$ cat config.mk
export PLATFORM = sky130hd
export DESIGN_NAME = mbox_ctrl
export DESIGN_NICKNAME = d
export VERILOG_FILES = /design/src/rtl/mbox_pkg.sv /design/src/rtl/mbox_decode.sv /design/src/rtl/mbox_lock.sv /design/src/rtl/mbox_chan.sv /design/src/rtl/mbox_ctrl.sv
export SDC_FILE = /design/constraint.sdc
export NUM_CORES = 2
export LEC_CHECK = 0
export ABC_AREA = 1
export BUFFER_PORTS_ARGS = -buffer_cell sky130_fd_sc_hd__buf_4
export CAP_MARGIN = 20
export CORE_ASPECT_RATIO = 1.75
export CORE_MARGIN = 4
export CORE_UTILIZATION = 58
export DETAILED_ROUTE_END_ITERATION = 8
export GPL_TIMING_DRIVEN = 0
export PLACE_DENSITY = 0.76
export RECOVER_POWER = 25
export SYNTH_ARGS = -nofsm -noshare
export SYNTH_HDL_FRONTEND = slang
export SYNTH_HIERARCHICAL = 1
export SYNTH_SLANG_ARGS = --single-unit
export TNS_END_PERCENT = 50
$ cat constraint.sdc
create_clock -name clk -period 3.2 [get_ports clk]
set_input_delay 0.32 -clock clk [delete_from_list [all_inputs] [get_ports clk]]
set_output_delay 0.32 -clock clk [all_outputs]
set_load 0.05 [all_outputs]
$ cat src/rtl/mbox_pkg.sv
package mbox_pkg;
    localparam int DW        = 32;
    localparam int MSG_WORDS = 8;
    localparam int WIN_BITS  = 6;
    localparam logic [31:0] UNLOCK_KEY = 32'h1ACC_E551;
    localparam int LOCK_BYTE = 'hA00;

    localparam logic [3:0] OFF_OWNER = 4'd0;
    localparam logic [3:0] OFF_DEST  = 4'd1;
    localparam logic [3:0] OFF_DCLR  = 4'd2;
    localparam logic [3:0] OFF_DPEND = 4'd3;
    localparam logic [3:0] OFF_MODE  = 4'd4;
    localparam logic [3:0] OFF_MASK  = 4'd5;
    localparam logic [3:0] OFF_ICLR  = 4'd6;
    localparam logic [3:0] OFF_SEND  = 4'd7;

    typedef enum logic [1:0] {
        CH_IDLE  = 2'd0,
        CH_READY = 2'd1,
        CH_SENT  = 2'd2,
        CH_ACKED = 2'd3
    } chan_state_e;

    function automatic logic is_onehot(input logic [DW-1:0] v);
        return (v != '0) && ((v & (v - 1'b1)) == '0);
    endfunction

    function automatic logic [DW-1:0] mode_word(input chan_state_e st, input logic auto_ack);
        logic [DW-1:0] w;
        w    = '0;
        w[0] = auto_ack;
        w[4] = (st == CH_IDLE);
        w[5] = (st == CH_READY);
        w[7] = (st == CH_ACKED);
        return w;
    endfunction
endpackage

$ cat src/rtl/mbox_decode.sv
module mbox_decode
    import mbox_pkg::*;
#(
    parameter int NCH    = 4,
    parameter int ADDR_W = 12
) (
    input  logic              bus_en,
    input  logic [ADDR_W-1:0] bus_addr,
    output logic [NCH-1:0]    ch_sel,
    output logic [3:0]        word_off,
    output logic              lock_hit
);
    localparam int IDX_W = ADDR_W - WIN_BITS;

    logic [IDX_W-1:0] idx;
    logic             aligned;

    assign idx      = bus_addr[ADDR_W-1:WIN_BITS];
    assign aligned  = (bus_addr[1:0] == 2'b00);
    assign word_off = bus_addr[WIN_BITS-1:2];
    assign lock_hit = bus_en && (bus_addr == ADDR_W'(LOCK_BYTE));

    for (genvar i = 0; i < NCH; i++) begin : g_sel
        assign ch_sel[i] = bus_en && aligned && (idx == IDX_W'(i));
    end
endmodule

$ cat src/rtl/mbox_lock.sv
module mbox_lock
    import mbox_pkg::*;
(
    input  logic          clk,
    input  logic          rst,
    input  logic          wr,
    input  logic [DW-1:0] wdata,
    output logic          unlocked
);
    always_ff @(posedge clk) begin
        if (rst) begin
            unlocked <= 1'b0;
        end else if (wr) begin
            unlocked <= (wdata == UNLOCK_KEY);
        end
    end
endmodule

$ cat src/rtl/mbox_chan.sv
module mbox_chan
    import mbox_pkg::*;
(
    input  logic          clk,
    input  logic          rst,
    input  logic          sel,
    input  logic          we,
    input  logic [3:0]    off,
    input  logic [DW-1:0] wdata,
    input  logic          unlocked,
    output logic [DW-1:0] rd_word,
    output logic [DW-1:0] irq_vec,
    output logic [DW-1:0] owner_o,
    output chan_state_e   state_o
);
    chan_state_e                 st;
    logic [DW-1:0]               owner, dest, dpend, apend, mask;
    logic                        auto_ack;
    logic [MSG_WORDS-1:0][DW-1:0] msg;
    logic                        wr;
    logic [DW-1:0]               dpend_left;

    assign wr         = sel && we;
    assign dpend_left = dpend & ~wdata;

    always_ff @(posedge clk) begin
        if (rst) begin
            st       <= CH_IDLE;
            owner    <= '0;
            dest     <= '0;
            dpend    <= '0;
            apend    <= '0;
            mask     <= '1;
            auto_ack <= 1'b0;
            msg      <= '0;
        end else if (wr) begin
            case (off)
                OFF_OWNER: begin
                    if (unlocked) begin
                        if (wdata == '0) begin
                            owner <= '0;
                            st    <= CH_IDLE;
                            dpend <= '0;
                            apend <= '0;
                        end else if (st == CH_IDLE && is_onehot(wdata)) begin
                            owner <= wdata;
                            st    <= CH_READY;
                        end
                    end
                end
                OFF_DEST: begin
                    if (unlocked) dest <= wdata;
                end
                OFF_DCLR: begin
                    dpend <= dpend_left;
                    if (st == CH_SENT && (dpend & wdata) != '0 && dpend_left == '0) begin
                        if (auto_ack) begin
                            st    <= CH_ACKED;
                            apend <= apend | owner;
                        end else begin
                            st <= CH_READY;
                        end
                    end
                end
                OFF_MODE: begin
                    if (unlocked) auto_ack <= wdata[0];
                end
                OFF_MASK: begin
                    mask <= wdata;
                end
                OFF_ICLR: begin
                    apend <= apend & ~wdata;
                    if (st == CH_ACKED && (wdata & owner) != '0) st <= CH_READY;
                end
                OFF_SEND: begin
                    if (st == CH_READY && (wdata & owner) != '0) begin
                        dpend <= dpend | dest;
                        st    <= CH_SENT;
                    end
                end
                default: begin
                    msg[off[2:0]] <= wdata;
                end
            endcase
        end
    end

    always_comb begin
        case (off)
            OFF_OWNER: rd_word = owner;
            OFF_DEST:  rd_word = dest;
            OFF_DCLR:  rd_word = '0;
            OFF_DPEND: rd_word = dpend;
            OFF_MODE:  rd_word = mode_word(st, auto_ack);
            OFF_MASK:  rd_word = mask;
            OFF_ICLR:  rd_word = '0;
            OFF_SEND:  rd_word = '0;
            default:   rd_word = msg[off[2:0]];
        endcase
    end

    assign irq_vec = (dpend | apend) & ~mask;
    assign owner_o = owner;
    assign state_o = st;
endmodule

$ cat src/rtl/mbox_ctrl.sv
module mbox_ctrl
    import mbox_pkg::*;
#(
    parameter int NCH    = 4,
    parameter int ADDR_W = 12
) (
    input  logic              clk,
    input  logic              rst,
    input  logic              bus_en,
    input  logic              bus_we,
    input  logic [ADDR_W-1:0] bus_addr,
    input  logic [31:0]       bus_wdata,
    output logic [31:0]       bus_rdata,
    output logic [31:0]       irq_out
);
    logic [NCH-1:0]         ch_sel;
    logic [3:0]             word_off;
    logic                   lock_hit;
    logic                   unlocked;
    logic [NCH-1:0][DW-1:0] ch_rd, ch_irq, ch_owner;
    logic [NCH-1:0][1:0]    ch_st;
    logic [DW-1:0]          rd_next, irq_next;

    mbox_decode #(.NCH(NCH), .ADDR_W(ADDR_W)) u_dec (
        .bus_en  (bus_en),
        .bus_addr(bus_addr),
        .ch_sel  (ch_sel),
        .word_off(word_off),
        .lock_hit(lock_hit)
    );

    mbox_lock u_lock (
        .clk     (clk),
        .rst     (rst),
        .wr      (lock_hit && bus_we),
        .wdata   (bus_wdata),
        .unlocked(unlocked)
    );

    for (genvar i = 0; i < NCH; i++) begin : g_ch
        chan_state_e st_i;
        mbox_chan u_ch (
            .clk     (clk),
            .rst     (rst),
            .sel     (ch_sel[i]),
            .we      (bus_we),
            .off     (word_off),
            .wdata   (bus_wdata),
            .unlocked(unlocked),
            .rd_word (ch_rd[i]),
            .irq_vec (ch_irq[i]),
            .owner_o (ch_owner[i]),
            .state_o (st_i)
        );
        assign ch_st[i] = st_i;
    end

    always_comb begin
        rd_next  = lock_hit ? {31'b0, ~unlocked} : '0;
        irq_next = '0;
        for (int i = 0; i < NCH; i++) begin
            if (ch_sel[i]) rd_next = rd_next | ch_rd[i];
            irq_next = irq_next | ch_irq[i];
        end
    end

    always_ff @(posedge clk) begin
        if (rst) begin
            bus_rdata <= '0;
        end else if (bus_en && !bus_we) begin
            bus_rdata <= rd_next;
        end
    end

    assign irq_out = irq_next;
endmodule

==> impl_results.md, run 1 <==
* Root Buffer: clkbuf_16
* Pin count of the biggest net entering global routing at 34
* First-pass GRT wire length at 856 mm
* Ys async rst share at 0
* Clock Path Buffers at 3
* YS warnings at 6
* Vias in the first global route at 107k
* Tot GR Track Use at 0.762
* First error: [ERROR GRT-0116] Global routing finished with congestion. Check the congestion regions in the DRC Viewer.
* Yosys cell types at 41
* Die X at 292 µm
* Sink Count at 1709
* # IOs at 112
* #FFs+latches synth at 1709
* Register area share after synthesis at 0.418
* Die Y at 505 µm
* Syn Nets at 12.1k
* Num CTS Buffers at 158
* PortBufs at 111
* HPWL after DPL at 351 mm
* Dpl cells at 14.0k
* Placer Congestion at 1.26
* Stop stage: global routing (5_1_grt)
* Post-Syn Instances at 12.0k
* Std-Cell Rows at 182
* Status: stopped before the end
* H-tree Lvls at 4
* Starting Density at 0.583
* Post-synth EDFFs at 0
* Syn avg cell area at 6.81 µm²
* Post-Syn Area at 0.0818 mm²
* Gr ovfl total at 1256
* Top FF cell, synth: dfxtp_1
* Setup Fix Bufs, Post-CTS at 0
through the flow:
stage           util  worst slack, ns  area, µm²
4_1_cts        0.648          0.00973      90900
3_5_place_dp   0.606            -1.68      85000
3_3_place_gp   0.605            -1.71      84900
2_1_floorplan      -            0.693      81800
cells in the mapped netlist (6+ instances only):
| master | n | area, µm² |
|---|---|---|
| a221oi_1 | 220 | 1930 |
| nand2_2 | 7 | 43.8 |
| inv_1 | 1415 | 5310 |
| a21oi_1 | 1614 | 8080 |
| o21ai_0 | 1795 | 8980 |
| buf_2 | 107 | 536 |
| nor2_2 | 25 | 156 |
| or2_2 | 24 | 150 |
| nand3b_1 | 8 | 60.1 |
| nand3_2 | 6 | 60.1 |
| o21ai_1 | 54 | 270 |
| o22ai_1 | 253 | 1580 |
| clkbuf_1 | 734 | 2760 |
| o211ai_1 | 242 | 1820 |
| nor2_4 | 16 | 180 |
| inv_2 | 34 | 128 |
| nand2_4 | 8 | 90.1 |
| nor3_1 | 283 | 1420 |
| nor3_2 | 13 | 130 |
| buf_6 | 24 | 270 |
| dfxtp_1 | 1709 | 34200 |
| nand2_1 | 1892 | 7100 |
| a22oi_1 | 10 | 75.1 |
| a31oi_1 | 28 | 175 |
| nand4_1 | 48 | 300 |
| nor2_1 | 1103 | 4140 |
| nand3_1 | 243 | 1220 |
| buf_4 | 15 | 113 |
| o2111ai_1 | 13 | 114 |
| buf_1 | 39 | 146 |
logic make-up after synthesis:
logic type / after synthesis / share of synthesized area
buffers and inverters: 2373 / 0.113
AO/OA/AOI/OAI: 4251 / 0.284
AND/OR/NAND/NOR: 3684 / 0.185
flip-flops: 1709 / 0.418
metal layers:
layer,overflow,track usage
met5,4,0.343
met4,490,0.804
met3,22,0.606
met2,723,0.944
met1,17,0.725
repair_timing:
item	4_1_cts
setup endpoints to repair	88
resized for setup	35
endpoints found under the hold margin	2
hold buffers	2
==> run 2, diff against run 1 <==
--- a/config.mk
+++ b/config.mk
@@ -8,12 +8,11 @@
 export ABC_AREA = 1
 export BUFFER_PORTS_ARGS = -buffer_cell sky130_fd_sc_hd__buf_4
 export CAP_MARGIN = 20
-export CORE_ASPECT_RATIO = 1.75
 export CORE_MARGIN = 4
-export CORE_UTILIZATION = 58
+export CORE_UTILIZATION = 40
 export DETAILED_ROUTE_END_ITERATION = 8
 export GPL_TIMING_DRIVEN = 0
-export PLACE_DENSITY = 0.76
+export PLACE_DENSITY_LB_ADDON = 0.15
 export RECOVER_POWER = 25
 export SYNTH_ARGS = -nofsm -noshare
 export SYNTH_HDL_FRONTEND = slang
==> impl_results.md, run 2 <==
* Fin nets at 12.4k
* Full die area at 0.212 mm²
* Buf+Inv Stages, Crit Path at 6
* Pin count of the biggest net entering global routing at 34
* Slew HR at 0.187
* CTS tree: done
* DR DRC count at 3
* PortBufs at 111 (unchanged)
* Min Clock Period, post-route at 3.54 ns
* Post-Syn Area at 0.0818 mm² (unchanged)
* Post-synth top area share at 0.418 (unchanged)
* Post-Syn Instances at 12.0k (unchanged)
* Endpoints failing hold at 0
* Post-route clock period utilization at 1.11
* Final setup margin at -0.344 ns
* Crit path cell chain: buf_4 -> buf_4 -> buf_2 -> nor2_2 -> inv_2 -> nor2_1 -> clkbuf_1 -> clkbuf_1 -> a221oi_1 -> nand2_1 -> nand2_1 -> nand3_1 -> nor2_1 -> nor2_1
* Core Util, Final at 0.457
* HPWL after DPL at 342 mm (-2.7%)
* Routed WL at 459 mm
* Skew-Pair Late Insertion Delay at 0.87 ns
* # IOs at 112 (unchanged)
* RSZ-0062 raised after global routing: yes
* Slowest stage cell, crit path: clkbuf_1
* Most frequent cell after synthesis: nand2_1
* Register area share after synthesis at 0.418 (unchanged)
* Sink Count at 1709 (unchanged)
* Top FF cell, synth: dfxtp_1
* Status: complete, but fails checks
* Kind of cell adding the most delay to the critical path: buffers and inverters
* Yosys cell types at 41 (unchanged)
* Highest-count cells in the layout ignoring fill and taps: nand2_1 (1896), o21ai_0 (1791), dfxtp_1 (1708), a21oi_1 (1614), inv_1 (1424)
* Max Clk Rate at 282 MHz
* Max FFs per register at 1024
* WP data required at 3.99 ns
* Worst hold margin at 0.0808 ns
* First-pass GRT wire length at 632 mm
* CP startpoint kind: primary input
* Num CTS Buffers at 195 (+23%)
* Area leader, netlist: dfxtp_1
* YS warnings at 6 (unchanged)
* Vias in the first global route at 83.2k
* Root Buffer: clkbuf_16
* Worst-path fanout max at 10
* #FFs+latches synth at 1709 (unchanged)
* Post-route cell area at 0.0927 mm²
* Power Dens Cells at 526 mW/mm²
* Gr ovfl total at 0
* Routed len/inst at 30.2 µm
* Clock Path Buffers at 3 (unchanged)
* Layout Cells excl Fill at 15.2k
* Setup_tns at -11.37 ns
* Area contributors post-synth: dfxtp_1 (42%), o21ai_0 (11%), a21oi_1 (9.9%)
* DR vias/cell at 6.05
* Max Slew Vio Count at 0
* Largest Register: g_ch.u_ch/msg
* Setup Fix Bufs, Post-CTS at 0 (unchanged)
* Kind of critical path: primary input to register
* Commonest cells post-synth: nand2_1 (1892), o21ai_0 (1795), dfxtp_1 (1709)
* Die X at 460 µm (+58%)
* WP data arrival at 4.34 ns
* Syn avg cell area at 6.81 µm² (unchanged)
* Failing checks: design-rule violations, negative setup slack
* Worst-Margin Slew at 1.22 ns
* Std-Cell Rows at 165 (-9.3%)
* Post-synth EDFFs at 0 (unchanged)
* Routed via count at 91.8k
* First-pass DRT Iterations at 9
* Finish-stage setup viols at 116
* Worst VDD drop at 0.000566 V
* Syn Nets at 12.1k (unchanged)
* CP Capture Type: register
* Ys async rst share at 0 (unchanged)
* Core Region at 0.203 mm²
* Skew final at 0.0429 ns
* Placer Congestion at 1.04 (-17%)
* R2r setup slk at 0.09 ns
* Dpl cells at 14.8k (+6.0%)
* Commonest non-fill, non-tap cell in the layout: nand2_1
* Die Y at 460 µm (-8.8%)
* Proportion of layout cells with a drive suffix above 1 at 0.0586
* Largest stage delay, worst path at 0.77 ns
* Layout area overhead at 13.3%
* MaxCap Viol Count at 0
* Static Leakage at 35.4 nW
* Tot GR Track Use at 0.416
* 1st-iter DRT viols at 13.1k
* Clock slew at reported path FFs at 0.06 ns
* Starting Density at 0.403 (-0.180)
* Placed instance area at 0.0861 mm² (+1.4%)
* Tot Pwr at 48.7 mW
* Pre-CTS WS at -1.88 ns (-0.205 ns)
* Fill count at 21.3k
* Most used cell, CP: nor2_1
* Antenna-violating nets left at 0
* Hold WC Path Type: primary input to register
* Initial antenna violation count at 38
* H-tree Lvls at 4 (unchanged)
-- run 2: cell counts after synthesis --
No cell type changed its count.
-- run 2: timing repair --
item                                    4_1_cts  5_1_grt
endpoints found under the setup margin       92      150
hold endpoints to repair                      2        0
resized for setup                            45       82
hold buffers                                  2        0
-- run 2: worst paths after layout --
kind,start,endpoint,cells past startpoint
setup / recovery,bus_addr[2],bus_rdata[30],14
hold / removal,rst,g_ch[0].u_ch/auto_ack,2
setup reg to reg,u_lock/unlocked,g_ch[3].u_ch/dest[4],7
hold reg to reg,g_ch[1].u_ch/msg[204],g_ch[1].u_ch/msg[204],2
-- run 2: cell type report --
class	instances	area, µm²	area share
repair buffers	123	880	0.00949
clock inverters	63	885	0.00954
plain buffers	919	3900	0.0421
multi-input cells	7935	38300	0.413
diodes	9	22.5	0.000243
clock buffers	289	5700	0.0614
well taps	2672	3340	0.0361
inverters	1454	5470	0.0590
flip-flops and latches	1709	34200	0.369
-- run 2: routing by layer --
metal,track usage,wire length (µm)
met3,0.0999,50800
met2,0.604,189000
met5,0.00436,231
met4,0.277,36500
met1,0.546,182000
-- run 2: power breakdown --
part | total [mW] | internal (mW) | switching [mW] | leakage (nW)
Clock | 23.4 | 13.5 | 9.92 | 3.22
Combinational | 3.93 | 0.608 | 3.32 | 18.4
Sequential | 21.3 | 21.3 | 0.0429 | 13.8
-- run 2: kinds of logic (layout without fill, tap and decap cells) --
kind of cell | Yosys count | in the layout | synth area share
and+or+nand+nor | 3684 | 3684 | 0.185
other | 0 | 9 | 0
AOI/OAI and AO/OA | 4251 | 4251 | 0.284
buffers and inverters | 2373 | 2848 | 0.113
DFF | 1709 | 1709 | 0.418
Power figures use the tool's default switching activity.
